**src/rtl/vff_pkg.sv**
```systemverilog
package vff_pkg;
  localparam int unsigned FRAC_W = 4;  // weights are in sixteenths

  typedef enum logic [3:0] {
    WSEL_PASS = 4'b0000,
    WSEL_1_14 = 4'b0001,
    WSEL_2_12 = 4'b0010,
    WSEL_4_8  = 4'b0100,
    WSEL_5_6  = 4'b0101
  } wsel_e;

  typedef struct packed {
    logic [3:0] sel;
    logic       filt_en;
    logic       alpha_en;
  } cfg_t;

  function automatic logic sel_is_rsvd(input logic [3:0] s);
    case (s)
      WSEL_PASS, WSEL_1_14, WSEL_2_12, WSEL_4_8, WSEL_5_6: return 1'b0;
      default: return 1'b1;
    endcase
  endfunction
endpackage

```
**src/rtl/vff_cfg.sv**
```systemverilog
module vff_cfg
  import vff_pkg::*;
(
  input  logic       clk_i,
  input  logic       rst_ni,
  input  logic [3:0] wsel_i,
  input  logic       filt_en_i,
  input  logic       alpha_en_i,
  input  logic       cfg_update_i,
  input  logic       field_start_i,
  output cfg_t       cfg_o,
  output logic       rsvd_o
);
  cfg_t cfg_q;
  logic pend_q;
  logic rsvd_q;
  logic load;

  assign load = field_start_i && (pend_q || cfg_update_i);

  always_ff @(posedge clk_i or negedge rst_ni) begin
    if (!rst_ni) begin
      cfg_q  <= '0;
      pend_q <= 1'b0;
      rsvd_q <= 1'b0;
    end else begin
      pend_q <= load ? 1'b0 : (pend_q | cfg_update_i);
      if (load) begin
        cfg_q.sel      <= wsel_i;
        cfg_q.filt_en  <= filt_en_i;
        cfg_q.alpha_en <= alpha_en_i;
        if (sel_is_rsvd(wsel_i)) rsvd_q <= 1'b1;
      end
    end
  end

  assign cfg_o  = cfg_q;
  assign rsvd_o = rsvd_q;

  AST_CFG_HOLD: assert property (@(posedge clk_i) disable iff (!rst_ni)
    !field_start_i |=> $stable(cfg_q));
  AST_PEND_CLR: assert property (@(posedge clk_i) disable iff (!rst_ni)
    (field_start_i && pend_q && !cfg_update_i) |=> !pend_q);
  AST_RSVD_STICKY: assert property (@(posedge clk_i) disable iff (!rst_ni)
    rsvd_q |=> rsvd_q);
endmodule

```
**src/rtl/vff_chan.sv**
```systemverilog
module vff_chan
  import vff_pkg::*;
#(
  parameter int unsigned CH_W = 8
) (
  input  logic            clk_i,
  input  logic            rst_ni,
  input  logic            vld_i,
  input  logic            s1_vld_i,
  input  logic [3:0]      code_i,
  input  logic [CH_W-1:0] top_i,
  input  logic [CH_W-1:0] mid_i,
  input  logic [CH_W-1:0] bot_i,
  output logic [CH_W-1:0] pix_o
);
  localparam int unsigned SUM_W = CH_W + FRAC_W + 1;
  localparam logic [SUM_W-1:0] CH_MAX  = SUM_W'((1 << CH_W) - 1);
  localparam logic [SUM_W-1:0] SUM_MAX = CH_MAX << FRAC_W;
  localparam logic [SUM_W-1:0] HALF    = SUM_W'(1 << (FRAC_W - 1));

  logic [SUM_W-1:0] outer, mid, sum_d, sum_q, rnd, quo;
  logic [CH_W-1:0]  pix_q;

  assign outer = SUM_W'(top_i) + SUM_W'(bot_i);
  assign mid   = SUM_W'(mid_i);

  always_comb begin
    case (wsel_e'(code_i))
      WSEL_1_14: sum_d = outer + (mid << 4) - (mid << 1);
      WSEL_2_12: sum_d = (outer << 1) + (mid << 3) + (mid << 2);
      WSEL_4_8:  sum_d = (outer << 2) + (mid << 3);
      WSEL_5_6:  sum_d = (outer << 2) + outer + (mid << 2) + (mid << 1);
      default:   sum_d = mid << 4;
    endcase
  end

  assign rnd = sum_q + HALF;
  assign quo = rnd >> FRAC_W;

  always_ff @(posedge clk_i or negedge rst_ni) begin
    if (!rst_ni) begin
      sum_q <= '0;
      pix_q <= '0;
    end else begin
      if (vld_i)    sum_q <= sum_d;
      if (s1_vld_i) pix_q <= (quo > CH_MAX) ? CH_MAX[CH_W-1:0] : quo[CH_W-1:0];
    end
  end

  assign pix_o = pix_q;

  AST_NO_OVERFLOW: assert property (@(posedge clk_i) disable iff (!rst_ni)
    s1_vld_i |-> (sum_q <= SUM_MAX));
endmodule

```
**src/rtl/vflicker_filter.sv**
```systemverilog
module vflicker_filter
  import vff_pkg::*;
#(
  parameter int unsigned CH_W   = 8,
  parameter int unsigned NUM_CH = 4
) (
  input  logic                   clk_i,
  input  logic                   rst_ni,
  input  logic                   pix_vld_i,
  input  logic [CH_W*NUM_CH-1:0] pix_top_i,
  input  logic [CH_W*NUM_CH-1:0] pix_mid_i,
  input  logic [CH_W*NUM_CH-1:0] pix_bot_i,
  input  logic [3:0]             wsel_i,
  input  logic                   filt_en_i,
  input  logic                   alpha_en_i,
  input  logic                   cfg_update_i,
  input  logic                   field_start_i,
  output logic                   pix_vld_o,
  output logic [CH_W*NUM_CH-1:0] pix_o,
  output logic                   rsvd_sel_o
);
  localparam int unsigned ALPHA_CH = NUM_CH - 1;

  cfg_t       cfg;
  logic       rsvd;
  logic       s1_vld_q, s2_vld_q;
  logic       col_on, alpha_on;
  logic [3:0] col_code, alpha_code;

  vff_cfg u_cfg (
    .clk_i         (clk_i),
    .rst_ni        (rst_ni),
    .wsel_i        (wsel_i),
    .filt_en_i     (filt_en_i),
    .alpha_en_i    (alpha_en_i),
    .cfg_update_i  (cfg_update_i),
    .field_start_i (field_start_i),
    .cfg_o         (cfg),
    .rsvd_o        (rsvd)
  );

  // reserved codes fall back to pass-through
  assign col_on     = cfg.filt_en && !sel_is_rsvd(cfg.sel);
  assign alpha_on   = col_on && cfg.alpha_en;
  assign col_code   = col_on   ? cfg.sel : WSEL_PASS;
  assign alpha_code = alpha_on ? cfg.sel : WSEL_PASS;

  always_ff @(posedge clk_i or negedge rst_ni) begin
    if (!rst_ni) begin
      s1_vld_q <= 1'b0;
      s2_vld_q <= 1'b0;
    end else begin
      s1_vld_q <= pix_vld_i;
      s2_vld_q <= s1_vld_q;
    end
  end

  for (genvar c = 0; c < NUM_CH; c++) begin : g_ch
    vff_chan #(.CH_W(CH_W)) u_chan (
      .clk_i    (clk_i),
      .rst_ni   (rst_ni),
      .vld_i    (pix_vld_i),
      .s1_vld_i (s1_vld_q),
      .code_i   ((c == ALPHA_CH) ? alpha_code : col_code),
      .top_i    (pix_top_i[c*CH_W +: CH_W]),
      .mid_i    (pix_mid_i[c*CH_W +: CH_W]),
      .bot_i    (pix_bot_i[c*CH_W +: CH_W]),
      .pix_o    (pix_o[c*CH_W +: CH_W])
    );
  end

  assign pix_vld_o  = s2_vld_q;
  assign rsvd_sel_o = rsvd;

  AST_VLD_LAT: assert property (@(posedge clk_i) disable iff (!rst_ni)
    pix_vld_i |=> ##1 pix_vld_o);
  AST_VLD_IDLE: assert property (@(posedge clk_i) disable iff (!rst_ni)
    !pix_vld_i |=> ##1 !pix_vld_o);
  AST_RSVD_PASS: assert property (@(posedge clk_i) disable iff (!rst_ni)
    sel_is_rsvd(cfg.sel) |-> (col_code == WSEL_PASS && alpha_code == WSEL_PASS));
endmodule

```
**config.mk**
```make
export PLATFORM = sky130hd
export DESIGN_NAME = vflicker_filter
export DESIGN_NICKNAME = d
export VERILOG_FILES = /design/src/rtl/vff_pkg.sv /design/src/rtl/vff_cfg.sv /design/src/rtl/vff_chan.sv /design/src/rtl/vflicker_filter.sv
export SDC_FILE = /design/constraint.sdc
export NUM_CORES = 1
export LEC_CHECK = 0
export CELL_PAD_IN_SITES_DETAIL_PLACEMENT = 1
export CELL_PAD_IN_SITES_GLOBAL_PLACEMENT = 1
export CORE_ASPECT_RATIO = 0.75
export CORE_MARGIN = 1.5
export CORE_UTILIZATION = 30
export DETAILED_ROUTE_END_ITERATION = 8
export DONT_BUFFER_PORTS = 1
export PLACE_DENSITY_LB_ADDON = 0.1
export SYNTH_ARGS = -nofsm -noshare
export SYNTH_HDL_FRONTEND = slang
export SYNTH_SLANG_ARGS = --single-unit
```
**constraint.sdc**
```tcl
create_clock -name clk_i -period 7.04 [get_ports clk_i]
set_clock_uncertainty 0.2 [all_clocks]
set_input_delay 0.704 -clock clk_i [delete_from_list [all_inputs] [get_ports clk_i]]
set_output_delay 0.704 -clock clk_i [all_outputs]
set_load 0.05 [all_outputs]
```
# After elaboration in Yosys (flattened, before gate mapping)
# Cells that the tools add are included.
[word_totals]
register_bits = 94
input_bits = 107
out_inout_bits = 34
[classes]
n_addsub = 40
magnitude_cmp = 4
n_eq_ne = 16
muxes = 13
bitwise_logic = 1
reduce_logical = 9
[op_table]
columns = ["op", "count"]
rows = [
  ["one-hot mux 13 bit (4 select lines)", 4],
  ["adder 13 x 10 -> 13 bit", 8],
  ["adder 13 x 11 -> 13 bit", 8],
  ["adder 13 x 12 -> 13 bit", 4],
  ["adder 13 bit", 4],
  ["adder 13 x 4 -> 13 bit, second input constant", 4],
  ["adder 13 x 9 -> 13 bit", 4],
  ["subtractor 13 x 9 -> 13 bit", 4],
  ["adder 8 x 8 -> 9 bit", 4],
  ["greater-than comparator 9 x 8 -> 1 bit, second input constant", 4],
  ["== test 4 x 3 -> 1 bit, second input constant", 8],
  ["two-way mux 8 bit", 4],
  ["== test 4 x 1 -> 1 bit, second input constant", 4],
  ["== test 4 x 2 -> 1 bit, second input constant", 4],
  ["OR reduction 5 bit", 2],
  ["logical NOT 4 bit", 2],
  ["two-way mux 4 bit", 2],
  ["logical AND 1 bit", 3],
  ["two-way mux 1 bit", 3],
  ["AND reduction 2 bit", 1],
  ["logical OR 1 bit", 1],
  ["OR 1 bit", 1],
]

# Depth between registers and ports, before layout
# Gate-level depths: netlist of the first run.
[logic_depth]
word_depth = 7
ltp_mapped = 19

# Hierarchy
# Synthesis of the first run repeated with hierarchy kept, for this count alone.
[hier_totals]
hier_cells = 1771
hier_area_um2 = 15039.4
[modules_own_cells]
columns = ["module", "n_inst", "cells_each", "area_each_um2", "seq_area_each_um2"]
rows = [
  ["vff_chan at g_ch[0].u_chan", 1, 475, 3887.5, 450.4],
  ["vff_chan at g_ch[3].u_chan", 1, 427, 3618.5, 450.4],
  ["vff_chan at g_ch[1].u_chan", 1, 423, 3573.4, 450.4],
  ["vff_chan at g_ch[2].u_chan", 1, 412, 3523.4, 450.4],
  ["vff_cfg", 1, 21, 311.5, 200.2],
  ["vflicker_filter", 1, 13, 125.1, 50.0],
]

# Least setup slack after synthesis of the first run
# No wires, ideal clock.
[synth_timing]
path_type = "input -> register"
startpoint = "input port pix_top_i[8]"
endpoint = "register g_ch[1].u_chan.sum_q[11]"
arrival_time_ps = 4777
required_time_ps = 6736
path_slack_ps = 1959
cell_stages = 18
cell_sequence = "ha_1 > fa_1 > a21o_1 > a21oi_2 > and2b_2 > o21ai_0 > nand2_1 > xnor2_1 > xnor2_1 > fa_1 > inv_1 > ha_1 > nor2b_1 > a311o_1 > o31ai_1 > xnor2_1 > a221oi_1 > a221oi_1"
[synth_between]
elab_chain_len = 5
elab_cells_between_ends = 10
cone_classes = "9 x add/sub; 1 x mux"
[synth_rtl]
columns = ["item", "line_no", "source"]
rows = [
  ["from (decl)", "vflicker_filter.sv:10", "input logic [CH_W*NUM_CH-1:0] pix_top_i,"],
  ["adder 8 x 8 -> 9 bit (*)", "vff_chan.sv:24", "assign outer = SUM_W'(top_i) + SUM_W'(bot_i);"],
  ["adder 13 bit", "vff_chan.sv:32", "WSEL_5_6: sum_d = (outer << 2) + outer + (mid << 2) + (mid << 1);"],
  ["adder 13 x 10 -> 13 bit", "vff_chan.sv:32", ""],
  ["adder 13 x 9 -> 13 bit", "vff_chan.sv:32", ""],
  ["one-hot mux 13 bit (4 select lines) (*)", "vff_chan.sv:28", "case (wsel_e'(code_i))"],
  ["to (signal assigned)", "vff_chan.sv:45", "if (vld_i) sum_q <= sum_d;"],
  ["to (decl)", "vff_chan.sv:21", "logic [SUM_W-1:0] outer, mid, sum_d, sum_q, rnd, quo;"],
]
# Every way passes the cells marked *; elsewhere a longest branch is shown, timed or not.
# A chain may end at the register's enable or synchronous reset.

# Final worst setup path of the first run
# Same ends and word-level chain as after synthesis.

==> run metrics, run 1 <==
crit end category flip-flop; placed insts between 2000 and 2500; Mapped Cells 1638; io pins roughly 140; Leak Pwr just under 7 nW; Critical path origin pix_top_i[8]; Initial Util 0.305; unrepaired setup endpoints after global routing no; Post-Synth XOR/XNOR Area 0.0995; post-CTS sizing 0; max-slew violations 0; flops & latches, synth 82; Max Fclk about 190 MHz; period utilization 0.762; Slew @ Worst Pin approximately 1.1 ns; CTS Buffer Depth 2; Remaining Overflow, GRT 0; Crit path top cell by count xnor2_1; initial antenna violation count 0; register area around 2100 um^2; largest family of logic cells by synthesized area adder cells; CP max stage delay about 0.71 ns; GR Util All Layers 0.198; total power draw 4.28 mW; fin cells about 2300; synthesis-to-layout area growth 7.50%; Final Hold Fails 1; R2R depth 7; fraction of power consumed by sequential logic 0.177; Post-synth EDFFs 0; # nets final around 2000; Synth Area in Adders 0.341; DRT Wirelength about 46 mm; H-tree depth 3; final setup TNS 0 ns; post-synth top area cell ha_1; Crit Path Class in2reg; Crit Reg-Reg Endpoint g_ch[0].u_chan.sum_q[8]; Area contributors post-synth ha_1 19%, fa_1 15%, dfrtp_1 15%; switch share 0.503; largest net degree at the start of global routing 83; antenna viol nets, final 0; dominant synthesized flop cell dfrtp_1; sequential fraction of the synthesis area 0.145; Die Y approximately 190 um; fin crit period 5.36 ns; mapped cell area ~14000 um^2; Synth cell types 83; WL per Instance 20.4 um; failing checks negative hold slack; Worst Setup EP g_ch[1].u_chan.sum_q[11]; Initial DRC Count 447; CTS tree built; n_diodes 0; Max-slew headroom 0.282; Comb pwr share 0.695; cts bufs inserted 9; TritonCTS Sinks 82; Core Area about 46000 um^2; Multi-input gate area 11100 um^2; internal power approximately 2.1 mW; pwr dens between 200 and 300 nW/um^2; std cell rows 68; number of max-cap violations 0; Arrival @ worst endpoint 5.43 ns; Remaining DRCs 0; reg2reg setup slack 3.43 ns; share of layout cells above drive strength 1 0.0357; Compound-Gate Fraction of Synth Area 0.215; post-synthesis simple-gate area fraction 0.117; slowest CP cell xnor2_1; Worst R2R Start u_cfg.cfg_o[2]; type of the worst min-delay path in2async; vias per cell between 5 and 6; share of the synthesized area in the top cell type 0.191; Clk pwr share 0.128; filler instances 5467; Setup Viol. Count Final 0; Synthesis Warnings 0; VDD IR max roughly 0.00011 V; Via Count 11757; NetSw 2.15 mW; hold slack -0.00457 ns; multiplexer share of the synthesized area 0.0120; Worst EP required around 7.1 ns; CTS root buf clkbuf_16; Async SR Flop Fraction 1.00; CTS clk-pin slew, worst paths approximately 0.07 ns; pre-CTS setup slack 1.25 ns; via count of the first global-routing pass between 10000 and 15000; Synth Net Count roughly 2100; # port buffers 0; Die W roughly 250 um; startpoint types input pin; crit-path cells ha_1 -> fa_1 -> a21o_1 -> a21oi_2 -> and2b_2 -> o21ai_0 -> nand2_1 -> xnor2_1 -> xnor2_1 -> fa_1 -> inv_1 -> ha_1 -> nor2b_1 -> a311o_1 -> o31ai_1 -> xnor2_1 -> a221oi_1 -> a221oi_1; final worst slack around 1.7 ns; DP HPWL roughly 37 mm; DIE AREA slightly below 50000 um^2; first-pass GRT wire length between 70 and 80 mm; CP Max Fanout 6; status finished, violations left; Mean Syn Cell Area 8.63 um^2; DRT Pass-1 Iters 5; GPL Wtd Cong slightly above 0.8; clk_lat worst skew approximately 0.38 ns
[per-layer routing]
| layer | vias up | GRT usage | routed length (um) |
|---|---|---|---|
| met5 | - | 0 | 0 |
| met4 | 0 | 0.0295 | 313 |
| met3 | 14 | 0.0283 | 1160 |
| met2 | 102 | 0.313 | 20500 |
| met1 | 5948 | 0.289 | 23900 |
| li1 | 5693 | - | - |
[cell type report]
| class | count | share of cell area |
|---|---|---|
| clock inverters | 6 | 0.00593 |
| inverters | 229 | 0.0566 |
| multi-input cells | 1291 | 0.730 |
| repair buffers | 7 | 0.00477 |
| clock buffers | 10 | 0.0157 |
| flip-flops and latches | 82 | 0.135 |
| well taps | 630 | 0.0519 |
[worst min-delay path by stage]
stage | startpoint | end | slack (ns)
final | rst_ni | g_ch[3].u_chan.sum_q[6] | -0.005
after global routing | rst_ni | g_ch[3].u_chan.sum_q[6] | 0.03
after CTS | rst_ni | g_ch[3].u_chan.pix_o[0] | 0.05
after detailed placement | rst_ni | u_cfg.pend_q | 0.21
after global placement | rst_ni | g_ch[3].u_chan.sum_q[5] | 0.21
after floorplan | s1_vld_q | pix_vld_o | 0.15
[cell families (layout without fill, tap and decap cells)]
family	Yosys count	count (layout)
flip-flops	82	82
AND/OR/NAND/NOR	330	330
multiplexers	16	16
AO/OA/AOI/OAI	464	464
adder cells (fa/ha/maj)	323	323
buffers and inverters	265	252
XOR/XNOR	158	158
[timing repair]
action / CTS / global route
hold buffers: 1 / 0
buffers inserted: 0 / 0
hold endpoints to repair: 82 / 0
[placed cells by master (no fill, tap or decap), types with 8 or more instances in the layout]
| cell type | n |
|---|---|
| a21o_1 | 28 |
| nand2b_1 | 13 |
| mux2i_1 | 8 |
| o21ai_0 | 76 |
| and2_1 | 14 |
| o22ai_1 | 12 |
| o211ai_1 | 12 |
| a221oi_1 | 14 |
| a31oi_1 | 16 |
| nor2_1 | 103 |
| xor2_1 | 51 |
| nand2_1 | 60 |
| a21oi_1 | 143 |
| xnor2_1 | 104 |
| nor3_1 | 24 |
| o31ai_1 | 11 |
| o221ai_1 | 11 |
| nand3_1 | 29 |
| fa_1 | 104 |
| nor3b_1 | 8 |
| o21bai_1 | 25 |
| ha_1 | 216 |
| nor2b_1 | 21 |
| clkbuf_16 | 9 |
| o21a_1 | 19 |
| mux2_2 | 8 |
| dfrtp_1 | 82 |
| inv_1 | 227 |
| and3_1 | 25 |
| a211oi_1 | 28 |
[synthesized netlist by cell type, types with 29 or more instances]
library cell  count
dfrtp_1          82
inv_1           227
xor2_1           51
clkbuf_1         29
xnor2_1         104
fa_1            104
nand2_1          60
nor2_1          104
ha_1            216
nand3_1          29
o21ai_0          76
a21oi_1         143
[sequential cells by signal, summed over array words and instances (netlist names)]
| name | flops |
|---|---|
| g_ch.u_chan.sum_q | 40 |
| g_ch.u_chan.pix_o | 32 |
| u_cfg.cfg_o | 6 |
| pix_vld_o | 1 |
| s1_vld_q | 1 |
| u_cfg.pend_q | 1 |
| u_cfg.rsvd_o | 1 |
[critical path: cells and delay by family]
| kind | cells | cell delay, ns |
|---|---|---|
| buffers and inverters | 1 | 0.04 |
| AOI/OAI and AO/OA | 7 | 1.63 |
| adders and majority gates | 4 | 1.48 |
| xor gates and xnor gates | 3 | 1.07 |
| and+or+nand+nor | 3 | 0.48 |
[power by group through the flow]
| stage | clock network [mW] | registers [mW] | logic [mW] |
|---|---|---|---|
| CTS | 0.572 | 0.760 | 3.00 |
| finish | 0.548 | 0.757 | 2.98 |
| floorplan | 0 | 0.726 | 2.27 |
| global placement | 0 | 0.767 | 2.91 |
| global route | 0.585 | 0.770 | 3.39 |
| detailed placement | 0 | 0.769 | 2.96 |
[through the flow]
stage	instance area, um^2	utilization	hold WS [ns]
finish	15200	0.328	-0.00457
floorplan	14100	-	0.152
global route	15200	0.328	0.0329
global placement	14800	0.321	0.215
CTS	15200	0.328	0.0478
detailed placement	14800	0.321	0.214
No activity file was read; power rests on OpenSTA's default activity.
==> run 2, diff against run 1 <==
==> constraint.sdc (replaced) <==
create_clock -name clk_i -period 4.9 [get_ports clk_i]
set_clock_uncertainty 0.2 [all_clocks]
set_input_delay 0.49 -clock clk_i [delete_from_list [all_inputs] [get_ports clk_i]]
set_output_delay 0.49 -clock clk_i [all_outputs]
set_load 0.05 [all_outputs]
==> run 2 against run 1 <==
  * The flow now finishes without violations
  * Via count rose by 0.71%
  * Clock power rose by 35%
  * Flip-flop and latch count did not move
  * Critical endpoint is now g_ch[1].u_chan.sum_q[10]
  * Highest routed layer unchanged
==> run metrics, run 2 (synthesis gave the netlist of run 1 again) <==
Setup Viol. Count Final 0 (unchanged); fin crit period roughly 4.6 ns; worst path bufs/invs 3 (+2); DRT Pass-1 Iters 4 (-1); CTS tree built; WL per Instance 20.1 um (-1.4%); Worst EP required 4.93 ns (-2.18 ns); Crit Reg-Reg Endpoint g_ch[2].u_chan.sum_q[10]; Slew @ Worst Pin 1.01 ns (-0.0686 ns); first-pass GRT wire length 74.4 mm (+0.93%); R2R depth 8 (+1); max-slew violations 0 (unchanged); synthesis-to-layout area growth 10.6%; number of max-cap violations 0 (unchanged); # nets final 2107 (+2.9%); Initial Util 0.305 (unchanged); CTS Buffer Depth 2 (unchanged); pwr dens 402 nW/um^2 (+43%); largest net degree at the start of global routing 83 (unchanged); slowest CP cell fa_1; period utilization 0.930; CTS root buf clkbuf_16; # port buffers 0 (unchanged); Critical path origin pix_top_i[8]; Core Area 46300 um^2 (unchanged); share of layout cells above drive strength 1 0.0682 (+0.0326); Arrival @ worst endpoint 4.58 ns (-0.85 ns); reg2reg setup slack 1.87 ns (-1.56 ns); Initial DRC Count 423 (-5.4%); type of the worst min-delay path in2reg; Min-Delay Startpoint cfg_update_i; status finished, final reports clean; CTS clk-pin slew, worst paths 0.07 ns (about the same); clk_lat worst skew 0.38 ns (about the same); delay-heaviest family, CP compound AO/OA/AOI/OAI gates; Die W 254 um (unchanged); Via Count 11841 (+0.71%); DP HPWL 38.1 mm (+2.2%); via count of the first global-routing pass 12692 (-0.10%); VDD IR max 0.000181 V (+59%); Die Y 191 um (unchanged); Leak Pwr 7.21 nW (+4.1%); commonest non-fill, non-tap cell in the layout inv_1; Remaining Overflow, GRT 0 (unchanged); startpoint types input pin; post-CTS setup repair buffer count 0 (unchanged); cts bufs inserted 9 (unchanged); GPL Wtd Cong 0.815 (+0.94%); Worst Setup EP g_ch[1].u_chan.sum_q[10]; final worst slack 0.344 ns (-1.33 ns); TritonCTS Sinks 82 (unchanged); H-tree depth 3 (unchanged); Max Fclk about 220 MHz; Max-slew headroom 0.326 (+0.0441); GR Util All Layers 0.200 (+0.00224); Largest Register g_ch.u_chan.sum_q; initial antenna violation count 0 (unchanged); crit end category flip-flop; WP depth 20 (+2); unrepaired setup endpoints after global routing no; Worst R2R Start u_cfg.cfg_o[5]; pre-CTS setup slack -0.236 ns (-1.49 ns); CP Max Fanout 6 (unchanged); DIE AREA 48500 um^2 (unchanged); number of flip-flops under the largest register name 40 (unchanged); commonest non-fill, non-tap cells in the layout 227 x inv_1, 216 x ha_1, 143 x a21oi_1; io pins 141 (unchanged); filler instances 5536 (+1.3%); CP max stage delay 0.48 ns (-0.23 ns); n_diodes 0 (unchanged); std cell rows 68 (unchanged); Remaining DRCs 0 (unchanged); Crit Path Class in2reg; Final Hold Fails 0 (-1); vias per cell 5.11 (-1.9%); DRT Wirelength 46.5 mm (+1.3%); total power draw 6.29 mW (+47%); crit-path cells ha_1 -> fa_1 -> a21o_1 -> a21oi_2 -> and2b_2 -> o21ai_1 -> nand2_1 -> xnor2_1 -> buf_4 -> fa_1 -> inv_1 -> ha_1 -> nor4_1 -> o21ai_0 -> a221oi_2 -> buf_4 -> xnor2_1 -> o221ai_1 -> o221ai_1 -> o311ai_0; antenna viol nets, final 0 (unchanged)
## run 2: what timing repair did
action	4_1_cts	5_1_grt
endpoints found under the hold margin	90	0
resized for setup	0	3
hold buffers	4	0
endpoints found under the setup margin	0	4
## run 2: where the power goes
| group | switching [mW] | total, mW | internal [mW] | leakage [nW] |
|---|---|---|---|---|
| clock | 0.338 | 0.738 | 0.399 | 0.150 |
| combinational | 2.48 | 4.47 | 1.99 | 6.11 |
| sequential | 0.306 | 1.08 | 0.779 | 0.954 |
## run 2: worst min path at each step
| stage | end | slack (ns) | depth (start not counted) |
|---|---|---|---|
| 5_1_grt | g_ch[3].u_chan.sum_q[8] | 0.02 | 1 |
| 4_1_cts | g_ch[2].u_chan.sum_q[6] | 0.004 | 1 |
| 3_5_place_dp | g_ch[3].u_chan.sum_q[3] | 0.0005 | 0 |
| 2_1_floorplan | g_ch[0].u_chan.pix_o[0] | -0.006 | 0 |
| 6_report | u_cfg.pend_q | 0.04 | 2 |
| 3_3_place_gp | u_cfg.cfg_o[0] | 0.001 | 0 |
## run 2: routing by layer
metal,GRT usage,part of all wire,vias to the layer above
met1,0.296,0.52,5875
met2,0.313,0.44,124
met3,0.0285,0.031,18
met4,0.0288,0.0065,0
li1,-,-,5824
met5,0,0,-
## run 2: layout make-up
type	instances	area (um^2)	area share
Multi-Input combinational cell	1291	11100	0.710
Clock buffer	9	225	0.0144
Sequential cell	82	2050	0.131
Timing Repair Buffer	67	531	0.0339
Tap cell	630	788	0.0504
Inverter	229	860	0.0550
Clock inverter	7	78.8	0.00504
## run 2: metrics by stage
step / TNS [ns] / util / hold WS [ns] / instances / cell area (um^2)
floorplan: 0 / - / -0.00559 / 1638 / 14100
global placement: -0.291 / 0.330 / 0.00120 / 2295 / 15300
detailed placement: -0.679 / 0.330 / 0.000504 / 2295 / 15300
CTS: 0 / 0.338 / 0.00432 / 2315 / 15600
global route: 0 / 0.338 / 0.0240 / 2315 / 15600
finish: 0 / 0.338 / 0.0412 / 2315 / 15600
==> run 3, diff against run 2 <==
==> constraint.sdc (replaced) <==
create_clock -name clk_i -period 5.6 [get_ports clk_i]
set_clock_uncertainty 0.2 [all_clocks]
set_input_delay 0.56 -clock clk_i [delete_from_list [all_inputs] [get_ports clk_i]]
set_output_delay 0.56 -clock clk_i [all_outputs]
set_load 0.05 [all_outputs]
==> run 3 against run 2 <==
  * Combinational power is 15% lower
  * Total power fell by 14%
  * Routed wire length is 1.9% lower
  * Cell area down 2.3%
  * Die area unchanged
  * Worst setup slack better by 0.30 ns
  * Global-route usage is 0.57 points lower
  * Core utilization decreased by 0.79 points
  * Worst hold slack improved by 0.0041 ns
  * Clock power is 14% lower
  * Count of clock-buffer cells in the layout rose by 1
  * Flip-flop and latch count is the same
==> run metrics, run 3 (synthesis gave the netlist of run 1 again) <==
Comb pwr share 0.706 (-0.004); std cell rows 68 (unchanged); startpoint types input pin; final setup TNS 0 ns (unchanged); largest net degree at the start of global routing 83 (unchanged); GPL Wtd Cong 0.829 (+1.8%); internal power 2.66 mW (-16%); Initial DRC Count 548 (+30%); CTS tree built; Slew @ Worst Pin 1.00 ns (-0.00314 ns); Leak Pwr 6.98 nW (-3.2%); io pins 141 (unchanged); Core Area 46300 um^2 (unchanged); switch share 0.505 (+0.00920); NetSw 2.72 mW (-13%); post-CTS sizing 0 (unchanged); Crit Path Class in2reg; DP HPWL 37.4 mm (-1.8%); Remaining Overflow, GRT 0 (unchanged); cts bufs inserted 9 (unchanged); Initial Util 0.305 (unchanged); reg2reg setup slack 2.10 ns (+0.23 ns); Clk pwr share 0.119 (+0.002); commonest non-fill, non-tap cells in the layout 227 x inv_1, 216 x ha_1, 143 x a21oi_1; pre-CTS setup slack 0.279 ns (+0.515 ns); number of max-cap violations 0 (unchanged); # port buffers 0 (unchanged); unrepaired setup endpoints after global routing no; CTS Buffer Depth 2 (unchanged); CTS clk-pin slew, worst paths 0.07 ns (about the same); VDD IR max 0.000165 V (-9.2%); fin crit period 4.95 ns; DIE AREA 48500 um^2 (unchanged); filler instances 5471 (-1.2%); DRT Pass-1 Iters 5 (+1); antenna viol nets, final 0 (unchanged); Die Y 191 um (unchanged); Worst EP required 5.67 ns (+0.74 ns); H-tree depth 3 (unchanged); Largest Register g_ch.u_chan.sum_q; commonest non-fill, non-tap cell in the layout inv_1; # nets final 2060 (-2.2%); fraction of power consumed by sequential logic 0.176 (+0.003); clk_lat worst skew 0.37 ns (about the same); Die W 254 um (unchanged); GR Util All Layers 0.194 (-0.00569); via count of the first global-routing pass 12404 (-2.3%); pwr dens 353 nW/um^2 (-12%); Setup Viol. Count Final 0 (unchanged); Final Hold Fails 0 (unchanged); max-slew violations 0 (unchanged); number of flip-flops under the largest register name 40 (unchanged); initial antenna violation count 0 (unchanged); Max-slew headroom 0.329 (+0.00210); vias per cell 5.18 (+1.3%); CP Max Fanout 4 (-2); TritonCTS Sinks 82 (unchanged); n_diodes 0 (unchanged); R2R depth 6 (-2); period utilization 0.884; DRT Wirelength 45.6 mm (-1.9%); worst hold path cell count 1 (-1); status finished, final reports clean; fin util 0.330 (-0.00787); Arrival @ worst endpoint 5.02 ns (+0.44 ns); type of the worst min-delay path in2reg; Via Count 11746 (-0.80%); crit end category flip-flop; CTS root buf clkbuf_16; synthesis-to-layout area growth 8.03%; final worst slack 0.649 ns (+0.305 ns); total power draw 5.38 mW (-14%); Max Fclk between 200 and 250 MHz; WL per Instance 20.1 um (+0.14%); Remaining DRCs 0 (unchanged); share of layout cells above drive strength 1 0.0427 (-0.0255); first-pass GRT wire length 72.4 mm (-2.7%)
run 3: final timing paths:
kind | startpoint | endpoint
max | pix_top_i[8] | g_ch[1].u_chan.sum_q[11]
max reg2reg | u_cfg.cfg_o[2] | g_ch[0].u_chan.sum_q[8]
min | field_start_i | u_cfg.pend_q
min reg2reg | u_cfg.pend_q | u_cfg.pend_q
min in group asynchronous | rst_ni | u_cfg.cfg_o[0]
max in group asynchronous | rst_ni | g_ch[0].u_chan.pix_o[7]
run 3: what timing repair did:
action	4_1_cts	5_1_grt
endpoints found under the hold margin	82	0
hold buffers	2	0
setup buffers	0	0
run 3: stage by stage:
step,hold WS (ns),std cells,cell area [um^2]
floorplan,0.0644,1638,14100
global placement,0.0685,2250,14900
detailed placement,0.0681,2250,14900
CTS,0.0133,2268,15300
global route,0.0160,2268,15300
finish,0.0453,2268,15300
run 3: cell type report:
type,count,area (um^2),area share
Tap cell,630,788,0.0516
Clock buffer,10,239,0.0156
Inverter,229,860,0.0563
Sequential cell,82,2050,0.134
Timing Repair Buffer,20,173,0.0113
Clock inverter,6,65.1,0.00426
Multi-Input combinational cell,1291,11100,0.727
run 3: worst max-delay path: stages:
cell      delay [ns]
ha_1            0.20
fa_1            0.40
a21o_1          0.18
a21oi_2         0.20
and2b_2         0.23
o21ai_0         0.25
a21boi_0        0.13
o21ai_0         0.21
nor2b_1         0.44
fa_1            0.48
inv_1           0.07
ha_1            0.27
nor2b_1         0.15
a311o_1         0.35
o31ai_1         0.26
xnor2_1         0.19
a221oi_1        0.11
a221oi_1        0.30
run 3: power by group through the flow:
stage | clock [mW] | combinational, mW | sequential (mW)
after floorplan | 0 | 2.86 | 0.912
after global placement | 0 | 3.73 | 0.960
after detailed placement | 0 | 3.79 | 0.963
after CTS | 0.671 | 3.84 | 0.951
after global routing | 0.691 | 4.31 | 0.963
final | 0.638 | 3.80 | 0.946
run 3: metal layers:
layer	routed length (um)	global-route usage	up-vias
met5	0	0	-
met4	493	0.0325	0
met3	1380	0.0300	33
met2	20100	0.304	146
met1	23600	0.285	5858
li1	-	-	5709
